File: src/rtl/twin_lifo_pkg.sv
package twin_lifo_pkg;

  localparam int NUM_PORTS = 2;

  // request command bit
  localparam logic REQ_PUSH = 1'b0;
  localparam logic REQ_POP  = 1'b1;

  // response completion codes
  typedef enum logic [1:0] {
    RSP_PUSH_DONE = 2'd2,
    RSP_POP_DONE  = 2'd3
  } rspCode_e;

  // strobes from control to datapath
  typedef struct packed {
    logic wrEn;      // store the winner's word at slotAddr
    logic loadResp;  // capture response data for the winner
    logic winner;    // port index served this cycle
    logic zeroResp;  // response data is zero (push, or pop of empty)
  } lifoStrobe_t;

endpackage

File: src/rtl/twin_lifo_ctrl.sv
module twin_lifo_ctrl
  import twin_lifo_pkg::*;
#(
  parameter int DEPTH = 16,
  localparam int AW = (DEPTH > 1) ? $clog2(DEPTH) : 1,
  localparam int CW = $clog2(DEPTH + 1)
) (
  input  logic                           clk,
  input  logic                           rstN,
  input  logic [NUM_PORTS-1:0]           inValid,
  input  logic [NUM_PORTS-1:0]           inCmd,
  input  logic [NUM_PORTS-1:0]           outReady,
  output logic [NUM_PORTS-1:0]           inReady,
  output logic [NUM_PORTS-1:0]           outValid,
  output logic [NUM_PORTS-1:0][1:0]      outCmd,
  output lifoStrobe_t                    strobe,
  output logic [AW-1:0]                  slotAddr,
  output logic [CW-1:0]                  stackCount
);

  localparam logic [CW-1:0] FULL_COUNT = CW'(DEPTH);

  logic [NUM_PORTS-1:0] pend;
  logic [NUM_PORTS-1:0] popFlag;
  logic [NUM_PORTS-1:0] fire;
  logic [CW-1:0]        count;
  logic [CW-1:0]        addrWide;
  logic                 anyFire;
  logic                 winner;
  logic                 opPop;
  logic                 isFull;
  logic                 isEmpty;

  // ready: no own pending response; port 1 also yields to a live port 0 offer
  always_comb begin
    inReady[0] = ~pend[0];
    inReady[1] = ~pend[1] & ~(inValid[0] & ~pend[0]);
  end

  assign fire    = inValid & inReady;
  assign anyFire = |fire;
  assign winner  = ~fire[0];
  assign opPop   = (inCmd[winner] == REQ_POP);
  assign isFull  = (count == FULL_COUNT);
  assign isEmpty = (count == '0);

  always_comb begin
    addrWide = opPop ? (count - CW'(1)) : count;
    slotAddr = addrWide[AW-1:0];
  end

  always_comb begin
    strobe.wrEn     = anyFire & ~opPop & ~isFull;
    strobe.loadResp = anyFire;
    strobe.winner   = winner;
    strobe.zeroResp = ~opPop | isEmpty;
  end

  always_ff @(posedge clk or negedge rstN) begin
    if (!rstN) begin
      count <= '0;
    end else if (anyFire) begin
      if (!opPop && !isFull) begin
        count <= count + CW'(1);
      end else if (opPop && !isEmpty) begin
        count <= count - CW'(1);
      end
    end
  end

  for (genvar i = 0; i < NUM_PORTS; i++) begin : g_port
    always_ff @(posedge clk or negedge rstN) begin
      if (!rstN) begin
        pend[i]    <= 1'b0;
        popFlag[i] <= 1'b0;
      end else if (fire[i]) begin
        pend[i]    <= 1'b1;
        popFlag[i] <= opPop;
      end else if (pend[i] && outReady[i]) begin
        pend[i]    <= 1'b0;
      end
    end

    assign outValid[i] = pend[i];
    assign outCmd[i]   = popFlag[i] ? RSP_POP_DONE : RSP_PUSH_DONE;
  end

  assign stackCount = count;

endmodule

File: src/rtl/twin_lifo_dpath.sv
module twin_lifo_dpath
  import twin_lifo_pkg::*;
#(
  parameter int DATA_W = 8,
  parameter int DEPTH  = 16,
  localparam int AW = (DEPTH > 1) ? $clog2(DEPTH) : 1
) (
  input  logic                               clk,
  input  logic                               rstN,
  input  lifoStrobe_t                        strobe,
  input  logic [AW-1:0]                      slotAddr,
  input  logic [NUM_PORTS-1:0][DATA_W-1:0]   inData,
  output logic [NUM_PORTS-1:0][DATA_W-1:0]   outData
);

  logic [DATA_W-1:0] store [DEPTH];
  logic [DATA_W-1:0] topWord;

  always_ff @(posedge clk) begin
    if (strobe.wrEn) begin
      store[slotAddr] <= inData[strobe.winner];
    end
  end

  assign topWord = store[slotAddr];

  for (genvar i = 0; i < NUM_PORTS; i++) begin : g_resp
    logic [DATA_W-1:0] respWord;
    always_ff @(posedge clk or negedge rstN) begin
      if (!rstN) begin
        respWord <= '0;
      end else if (strobe.loadResp && (strobe.winner == 1'(i))) begin
        respWord <= strobe.zeroResp ? '0 : topWord;
      end
    end
    assign outData[i] = respWord;
  end

endmodule

File: src/rtl/twin_port_lifo.sv
module twin_port_lifo
  import twin_lifo_pkg::*;
#(
  parameter int DATA_W = 8,
  parameter int DEPTH  = 16
) (
  input  logic                     clk,
  input  logic                     rstN,
  input  logic [1:0]               inValid,
  output logic [1:0]               inReady,
  input  logic [1:0]               inCmd,
  input  logic [1:0][DATA_W-1:0]   inData,
  output logic [1:0]               outValid,
  input  logic [1:0]               outReady,
  output logic [1:0][1:0]          outCmd,
  output logic [1:0][DATA_W-1:0]   outData
);

  localparam int AW = (DEPTH > 1) ? $clog2(DEPTH) : 1;
  localparam int CW = $clog2(DEPTH + 1);

  lifoStrobe_t   strobe;
  logic [AW-1:0] slotAddr;
  logic [CW-1:0] stackCount;

  twin_lifo_ctrl #(.DEPTH(DEPTH)) ctrl_i (
    .clk        (clk),
    .rstN       (rstN),
    .inValid    (inValid),
    .inCmd      (inCmd),
    .outReady   (outReady),
    .inReady    (inReady),
    .outValid   (outValid),
    .outCmd     (outCmd),
    .strobe     (strobe),
    .slotAddr   (slotAddr),
    .stackCount (stackCount)
  );

  twin_lifo_dpath #(.DATA_W(DATA_W), .DEPTH(DEPTH)) dpath_i (
    .clk      (clk),
    .rstN     (rstN),
    .strobe   (strobe),
    .slotAddr (slotAddr),
    .inData   (inData),
    .outData  (outData)
  );

endmodule

File: config.mk
export PLATFORM = sky130hd
export DESIGN_NAME = twin_port_lifo
export DESIGN_NICKNAME = d
export VERILOG_FILES = /design/src/rtl/twin_lifo_pkg.sv /design/src/rtl/twin_lifo_ctrl.sv /design/src/rtl/twin_lifo_dpath.sv /design/src/rtl/twin_port_lifo.sv
export SDC_FILE = /design/constraint.sdc
export NUM_CORES = 1
export LEC_CHECK = 0
export BUFFER_PORTS_ARGS = -buffer_cell sky130_fd_sc_hd__buf_2
export CAP_MARGIN = 20
export CORE_MARGIN = 4
export CORE_UTILIZATION = 38
export DETAILED_ROUTE_END_ITERATION = 6
export PLACE_DENSITY = 0.56
export SYNTH_ARGS = -nofsm -noshare
export SYNTH_HDL_FRONTEND = slang
export SYNTH_SLANG_ARGS = --single-unit
export TNS_END_PERCENT = 100
File: constraint.sdc
create_clock -name clk -period 3.2 [get_ports clk]
set_clock_uncertainty 0.2 [all_clocks]
set_input_delay 0.48 -clock clk [delete_from_list [all_inputs] [get_ports clk]]
set_output_delay 0.48 -clock clk [all_outputs]
set_load 0.03 [all_outputs]
Word-level counts from Yosys, hierarchy flattened
Memory sizes are Yosys's and may differ from the RTL's.
Cells that the tools add are included.
Cells by class
  add/subtract/negate cells: 2
  equal/unequal tests: 1
  magnitude comparators: 1
  multiplexer cells: 16
  bitwise logic cells: 12
  reductions and logical operators: 15
Operators by type and width (count)
  $mux W8: 3
  $mux W1: 10
  $mux W5: 2
  $logic_and A1 B1 Y1: 6
  $not A1 Y1: 6
  $reduce_bool A2 Y1: 3
  $add A5 B1 Y5 const B: 1
  $eq A5 B5 Y1 const B: 1
  $logic_not A5 Y1: 1
  $sub A5 B1 Y5 const B: 1
  $and A1 B1 Y1: 4
  $mux W4: 1
  $logic_not A1 Y1: 3
  $and A2 B2 Y2: 1
  $lt A1 B2 Y1 const B: 1
  $reduce_and A2 Y1: 1
  $reduce_or A2 Y1: 1
  $or A1 B1 Y1: 1
Storage, ports and cells
  bits of input ports: 24
  output and inout bits: 24
  memory bits (writable): 128
  memories kept: 1
  logic and storage cells: 55
  bits in registers: 25
Memory list
  dpath_i.store: words 16, width 8, read ports 1, clocked after Yosys merged registers in 0, wr ports 1, line twin_lifo_dpath.sv:16  | logic [DATA_W-1:0] store [DEPTH];

Depth between registers and ports, before layout
Gate-level depths: netlist (run 1).
  depth in word-level cells: 13
  gate-level depth with buffers: 12
  mapped depth without buffers: 9

Hierarchy
A second synthesis (run 1) with hierarchy kept.
Second synthesis, totals
  cell total of the unflattened synthesis: 345
  area, all modules: 6441.2 µm²
By module, submodules not included
  twin_lifo_dpath: cells an instance 266, seq. area each 4244.1 µm², instances 1, area an instance 5763.0 µm²
  twin_lifo_ctrl: cells an instance 79, seq. area each 225.2 µm², instances 1, area an instance 678.2 µm²

Worst setup path after synthesis (run 1)
No wires, ideal clock.
  path kind: register -> register
  start point: register ctrl_i.count[0], in the netlist ctrl_i.stackCount[0]
  end point: memory dpath_i.store[5][0], enable pin
  period minus slack after synthesis: 3071 ps
  slack: 129 ps
  buffers on the path: 2
  setup time: 370 ps
  data required time: 2630 ps
  cell stages (with the launch flop): 9
  arrival: 2501 ps
  cells stage by stage: dfrtp_1 buf_2 clkinv_1 clkbuf_1 ha_1 and4b_1 a31oi_2 mux2_2 nor2_1
On the way
  word-level cells in the longest chain between the ends: 5
  elaborated cells between the ends (all ways): 7
  classes of those cells: add/sub: 1; eq/ne: 1; mux: 3; bitwise: 2
Ends and longest elaborated chain
  start, declared: line twin_lifo_ctrl.sv:26  | logic [CW-1:0] count;
  start signal, assigned: line twin_lifo_ctrl.sv:64  | count <= count + CW'(1);
  start signal, assigned: line twin_lifo_ctrl.sv:66  | count <= count - CW'(1);
  parallel branches: the longest is 5 deep, another holds $sub A5 B1 Y5
  end, declared: line twin_lifo_dpath.sv:16
Parallel ways; which one is timed is not known.

Worst setup path after layout (run 1)
  start point: register ctrl_i.count[0], in the netlist ctrl_i.stackCount[0]
  end point: register dpath_i.g_resp[0].respWord[0]
On the way
  word-level cells in the longest chain between the ends: 4
  elaborated cells between the ends (all ways): 6
  classes of those cells: add/sub: 1; mux: 2; bitwise: 1; reduce/logical: 1; memory: 1
Ends and longest elaborated chain
  $sub A5 B1 Y5: line twin_lifo_ctrl.sv:48  | addrWide = opPop ? (count - CW'(1)) : count;
  $mux W4: line twin_lifo_ctrl.sv:48
  $mem_v2 Z16 W8
  $mux W8 (*): line twin_lifo_dpath.sv:33  | respWord <= strobe.zeroResp ? '0 : topWord;
  end signal, assigned: line twin_lifo_dpath.sv:33
  end, declared: line twin_lifo_dpath.sv:28  | logic [DATA_W-1:0] respWord;
Mark *: on every way between the ends. The rest lies on a longest branch, timed or not.
A chain may end at the register's enable or synchronous reset.

==> results of run 1 <==
==> registers in the layout, summed over array words and instances (netlist names) <==
register,count
dpath_i.store,128
dpath_i.g_resp.respWord,16
ctrl_i.stackCount,5
ctrl_i.outValid,2
ctrl_i.popFlag,2
==> synthesized netlist by cell type, types with 2 or more instances <==
cell / instances / area share (%)
mux4_2: 25 / 7.4
or2_2: 4 / 0.33
or3_1: 2 / 0.16
a222oi_1: 5 / 0.66
nor3_1: 6 / 0.40
o21ai_0: 13 / 0.86
o21ai_1: 19 / 1.3
nor2_1: 25 / 1.2
edfxtp_1: 128 / 51
a221o_1: 3 / 0.40
o221ai_1: 6 / 0.69
o221a_2: 2 / 0.30
o21a_1: 3 / 0.30
nand2_1: 56 / 2.8
ha_1: 3 / 0.49
mux2_2: 21 / 3.1
nand3_1: 7 / 0.46
o2111ai_1: 3 / 0.35
mux2i_1: 88 / 12
inv_1: 9 / 0.45
buf_2: 14 / 0.92
o22a_1: 3 / 0.35
clkbuf_1: 11 / 0.54
o22ai_1: 2 / 0.16
xnor2_1: 8 / 0.92
nand2b_1: 4 / 0.33
buf_4: 8 / 0.79
a21oi_1: 6 / 0.40
dfrtp_1: 25 / 8.2
a22o_1: 2 / 0.23
a211oi_1: 3 / 0.30
==> critical path, stage by stage (launching register included) <==
cell	delay, ns
dfrtp_1	0.35
clkinv_1	0.18
ha_4	0.52
buf_4	0.24
mux2i_1	0.08
mux4_2	0.52
a222oi_1	0.46
o21ai_1	0.16
o21ai_1	0.15
==> stage by stage <==
step / power [mW] / area, µm² / util [%] / hold WS (ns)
2_1_floorplan: 5.373 / 7594 / - / -0.01559
3_3_place_gp: 6.469 / 8275 / 42.38 / 0.2660
3_5_place_dp: 6.524 / 8275 / 42.38 / 0.2681
4_1_cts: 8.603 / 8896 / 45.56 / 0.02120
5_1_grt: 8.979 / 8896 / 45.56 / 0.03015
6_report: 8.557 / 8896 / 45.56 / 0.03939
==> power by group through the flow <==
stage | Clock [mW] | Combinational (mW) | Sequential, mW
floorplan | 0 | 2.64 | 2.73
global placement | 0 | 3.84 | 2.63
detailed placement | 0 | 3.88 | 2.64
CTS | 2.11 | 3.89 | 2.60
global route | 2.20 | 4.14 | 2.63
finish | 2.07 | 3.89 | 2.60
==> final cells by class <==
class                           instances  area [µm²]  share of cell area [%]
Clock buffer                           19       432.9                   4.866
Clock inverter                         13       177.7                   1.997
Inverter                               10       37.54                  0.4219
Multi-Input combinational cell        343        2913                   32.74
Sequential cell                       153        4471                   50.25
Tap cell                              265       331.6                   3.727
Timing Repair Buffer                   79       533.0                   5.992
==> repair_timing <==
item | 4_1_cts | 5_1_grt
hold buffers | 1 | 0
endpoints found under the hold margin | 25 | 0
setup buffers | 0 | 0
==> cell families after synthesis <==
| kind of cell | count (synthesis) | share of synthesized area, % |
|---|---|---|
| compound gates | 82 | 7.748 |
| xor+xnor | 8 | 0.9232 |
| fa+ha+maj | 3 | 0.4946 |
| buf+inv | 45 | 2.951 |
| flops | 153 | 58.89 |
| mux | 134 | 22.14 |
| other cells | 1 | 0.04941 |
| simple gates | 114 | 6.808 |
==> path summary, 6_finish.rpt <==
kind	from	to	slack [ns]	cells past startpoint
worst max-delay path	ctrl_i.stackCount[0]	dpath_i.g_resp[0].respWord[0]	0.24	8
worst min-delay path	outReady[0]	ctrl_i.outValid[0]	0.04	2
max in group asynchronous	rstN	ctrl_i.stackCount[1]	2.01	2
worst min register to register	ctrl_i.popFlag[0]	ctrl_i.popFlag[0]	0.27	2
min in group asynchronous	rstN	dpath_i.g_resp[0].respWord[4]	0.39	2
worst max register to register	ctrl_i.stackCount[0]	dpath_i.g_resp[0].respWord[0]	0.24	8
==> cells in the final DEF (no fill, tap or decap), types with 6 or more instances in the layout <==
cell type    n
o21ai_1     19
nor2_1      25
mux2_2      21
a21oi_1      6
edfxtp_1   128
nor3_1       6
buf_2       45
mux2i_1     88
xnor2_1      8
mux4_2      25
inv_1        9
buf_4       29
nand3_1      7
o21ai_0     13
dfrtp_1     24
nand2_1     56
clkbuf_16   17
o221ai_1     6
==> routing by layer <==
| metal | up-vias | global-route usage (%) |
|---|---|---|
| li1 | 2220 | - |
| met1 | 2450 | 22.17 |
| met5 | - | 0 |
| met3 | 20 | 3.646 |
| met2 | 142 | 28.26 |
| met4 | 0 | 4.439 |
==> flow_summary.json, run 1 <==
{
  "wl_per_cell_um": 20.40,
  "rows": 51,
  "cts_tree": "built",
  "ctsHtreeMaxLevel": 4,
  "vias": 4832,
  "setup_viol": 0,
  "dieHeight_um": 149.3,
  "outcome": "complete, no violations",
  "clkTransAtPathRegs_ns": 0.06,
  "portBuffers": 45,
  "slew_violations": 0,
  "dieArea_um2": 22300,
  "grt.total_usage_pct": 16.80,
  "grt_start_max_net_pins": 64,
  "drt_iter0_markers": 316,
  "rsz0062_at_grt": "false",
  "routed_wirelength_mm": 18.00,
  "dp.cells": 849,
  "slew_headroom_pct": 47.41,
  "yosysWarnings": 0,
  "fin_nets": 631,
  "ant_nets": 0,
  "timing.final.crit_period_ns": 2.964,
  "avgSynthCellArea_um2": 14.06,
  "synth-main-ff-cell": "edfxtp_1",
  "path_max_fanout": 15,
  "final.period_utilization_pct": 92.64,
  "cts_sinks": 153,
  "gp_congestion": 0.9081,
  "place_hpwl_mm": 12.37,
  "hold_path.class": "in2reg",
  "synthesis.instances": 540,
  "met3_length_um": 996,
  "synth_area_um2": 7590,
  "seqPwrFrac_pct": 30.4,
  "clkLatencyLatePin_ns": 0.43,
  "antenna_cells": 0,
  "fmax_mhz": 337.3,
  "place_ws_ns": 0.2417,
  "maxCapViolCount": 0,
  "ctsResizeCount": 0,
  "viasPerCell": 5.478,
  "route.met2.wl_mm": 8.885,
  "clk_path_buf_depth": 2,
  "grt_pass1_wl_mm": 28.30,
  "worst-endpoint-arrival_ns": 3.12,
  "setup_tns_ns": 0,
  "fillers": 1765,
  "core_area_um2": 19530,
  "yosysUniqueCellTypes": 57,
  "final_layout_size_suffix_gt1_share_pct": 27.23,
  "ys_seq_elements": 153,
  "p_switching_mw": 3.117,
  "cts_buffers": 17,
  "cp-end-kind": "register",
  "netSwitchingFraction_pct": 36.43,
  "io_pins": 48,
  "grt_antenna_before_repair": 0,
  "wl_met1_mm": 7.896,
  "grt_pass1_vias": 4830,
  "yosysSeqAreaShare_pct": 58.89,
  "p_comb_share_pct": 45.4,
  "synth_edf_count": 128,
  "ys_async_sr_fraction_pct": 16.34,
  "worst_slew_pin_slew_ns": 0.7869,
  "die_w_um": 149.3,
  "drc": 0,
  "max-vdd-ir-drop_v": 0.0003531,
  "p_int_mw": 5.440,
  "required_ns": 3.35,
  "grt.overflow.total": 0,
  "start_util_pct": 38.87,
  "stdcell_count": 882,
  "top_layer": "met4",
  "cp-start-kind": "register",
  "crit_type": "reg2reg",
  "first_pass_iters": 5,
  "pwr-share-clk_pct": 24.1,
  "hold_viol": 0,
  "cts-root-buf": "clkbuf_16",
  "area_growth_syn_to_layout_pct": 17.21,
  "cellPowerDensity_nw_per_um2": 961.9,
  "setup_ws_ns": 0.2355,
  "leakage_nw": 3.350
}
Power figures use the tool's default switching activity.
==> run 2: changes to the inputs <==
- clock period: 3.2 -> 2.4 ns (I/O delays scaled with it)
==> run 2 against run 1 <==
Against the previous run:
- the run now ends with negative setup slack left
- non-clock buffer count grew 84
- clock power grew 28%
- count of clock-buffer cells in the layout shrank 2
- global-route usage grew 1.9 points
- sequential power grew 33%
- cell count grew 9.5%
- sequential share of layout area shrank 6.7 points
- combinational power grew 83%
- die area is the same
- critical path depth grew 1
- register-to-register slack lost 0.70 ns
- critical path type unchanged
- critical endpoint is now dpath_i.g_resp[0].respWord[4]
==> flow_summary.json, run 2 (synthesis results as in run 1) <==
{
  "outcome": "finished, violations left",
  "violations": "negative setup slack",
  "drt_iter0_markers": 322,
  "first_pass_iters": 5,
  "fmax_mhz": 349.1,
  "timing.final.crit_period_ns": 2.864,
  "start_util_pct": 38.87,
  "grt.overflow.total": 0,
  "place_ws_ns": -0.4600,
  "cts-root-buf": "clkbuf_16",
  "leakage_nw": 3.920,
  "dieHeight_um": 149.3,
  "rows": 51,
  "gp_congestion": 0.8734,
  "grt_start_max_net_pins": 33,
  "antenna_cells": 0,
  "routed_wirelength_mm": 20.49,
  "ctsHtreeMaxLevel": 4,
  "clk_path_buf_depth": 2,
  "final.period_utilization_pct": 119.3,
  "place_hpwl_mm": 14.07,
  "grt.total_usage_pct": 18.69,
  "rr_startpoint": "ctrl_i.stackCount[1]",
  "largest_reg_flops": 128,
  "setup_ws_ns": -0.4643,
  "hold_viol": 0,
  "slew_violations": 0,
  "seq_area_um2": 4474,
  "max-vdd-ir-drop_v": 0.0006170,
  "dieArea_um2": 22300,
  "clkLatencyLatePin_ns": 0.42,
  "grt_antenna_before_repair": 0,
  "cts_buffers": 17,
  "whs_path_depth": 4,
  "hold_path.class": "in2reg",
  "vias": 5232,
  "cellPowerDensity_nw_per_um2": 1287,
  "final_area_um2": 10260,
  "io_pins": 48,
  "fillers": 1614,
  "worst_slew_pin_slew_ns": 0.7044,
  "final_layout_size_suffix_gt1_share_pct": 43.08,
  "reg2reg_depth": 9,
  "cp-start-kind": "register",
  "multi_input_area_um2": 3279,
  "maxCapViolCount": 0,
  "required_ns": 2.55,
  "grt_pass1_wl_mm": 31.18,
  "regMostFlops": "dpath_i.store",
  "portBuffers": 45,
  "slew_headroom_pct": 52.93,
  "worst_r2r_endpoint": "dpath_i.g_resp[0].respWord[4]",
  "cts_tree": "built",
  "crit_type": "reg2reg",
  "area_growth_syn_to_layout_pct": 35.23,
  "worst-endpoint-arrival_ns": 3.01,
  "final_common_cell": "edfxtp_1",
  "setup_viol": 121,
  "drc": 0,
  "fin_util_pct": 52.56,
  "hp-start": "inCmd[0]",
  "viasPerCell": 5.416,
  "die_w_um": 149.3,
  "path_max_fanout": 7,
  "layout_common_cells": "128 x edfxtp_1, 87 x mux2i_1, 74 x buf_4",
  "core_area_um2": 19530,
  "grt_pass1_vias": 5339,
  "clkTransAtPathRegs_ns": 0.07,
  "worst-r2r-setup-slack_ns": -0.46,
  "fin_nets": 715,
  "cp-end-kind": "register",
  "ant_nets": 0,
  "rsz0062_at_grt": "true",
  "wl_per_cell_um": 21.22,
  "worstHoldEndpoint": "ctrl_i.popFlag[0]",
  "post_dp_cell_area_um2": 9161,
  "cts_sinks": 153
}
-- run 2: changes by cell type in the layout (fill, tap and decap cells not counted), sizes merged, moves of 2 or more --
cell / before / now
buf: 78 / 158
inv: 9 / 16
bufinv: 4 / 1
clkinv: 6 / 4
dlygate4sd3: 1 / 3
-- run 2: routing by layer --
metal	vias up	GRT usage [%]	routed length [µm]
met4	0	4.714	261
li1	2404	-	-
met2	146	32.34	10270
met5	-	0	0
met1	2658	24.48	8802
met3	24	3.312	1163
-- run 2: what timing repair did --
item,in CTS,in global routing
pin swaps,17,9
setup endpoints to repair,144,145
resized for setup,34,20
gates cloned,1,1
endpoints found under the hold margin,27,0
hold buffers,3,0
buffers inserted,18,13
-- run 2: area by class of cell --
type	count	share of cell area, %
tap	265	3.231
timing repair buffer	163	15.07
inverter	10	0.4632
clock inverter	15	1.548
clock buffer	17	4.145
multi-input combinational	343	31.95
sequential	153	43.59
-- run 2: worst max path at each step --
stage          slack, ns  depth (start not counted)                       endpoint            startpoint
2_1_floorplan      -0.15                         11  dpath_i.g_resp[0].respWord[2]  ctrl_i.stackCount[0]
3_3_place_gp       -0.42                         12  dpath_i.g_resp[0].respWord[4]            inValid[0]
3_5_place_dp       -0.46                          9  dpath_i.g_resp[0].respWord[4]  ctrl_i.stackCount[1]
4_1_cts            -0.46                          9  dpath_i.g_resp[0].respWord[4]  ctrl_i.stackCount[1]
5_1_grt            -0.51                          9  dpath_i.g_resp[0].respWord[4]  ctrl_i.stackCount[1]
6_report           -0.46                          9  dpath_i.g_resp[0].respWord[4]  ctrl_i.stackCount[1]
-- run 2: worst max-delay path, cell delays in order (launching register included) --
cell and delay (ns):
dfrtp_4 0.51, inv_6 0.08, ha_4 0.22, buf_12 0.15, mux2i_1 0.11, mux4_2 0.49
a222oi_1 0.63, buf_4 0.22, o21ai_2 0.05, o21ai_1 0.11
-- run 2: where the power goes --
part | switching [mW] | internal, mW | total (mW)
Clock | 1.17 | 1.47 | 2.64
Combinational | 3.60 | 3.50 | 7.10
Sequential | 0.202 | 3.26 | 3.47
-- run 2: stage by stage --
| step | power (mW) | TNS, ns | instances | hold WS (ns) |
|---|---|---|---|---|
| after floorplan | 7.771 | -3.597 | 541 | -0.1356 |
| after global placement | 9.798 | -14.17 | 901 | 0.1903 |
| after detailed placement | 9.891 | -15.37 | 901 | 0.1988 |
| after CTS | 13.17 | -9.745 | 954 | 0.1434 |
| after global routing | 13.84 | -26.50 | 966 | 0.1820 |
| final | 13.21 | -15.67 | 966 | 0.1619 |
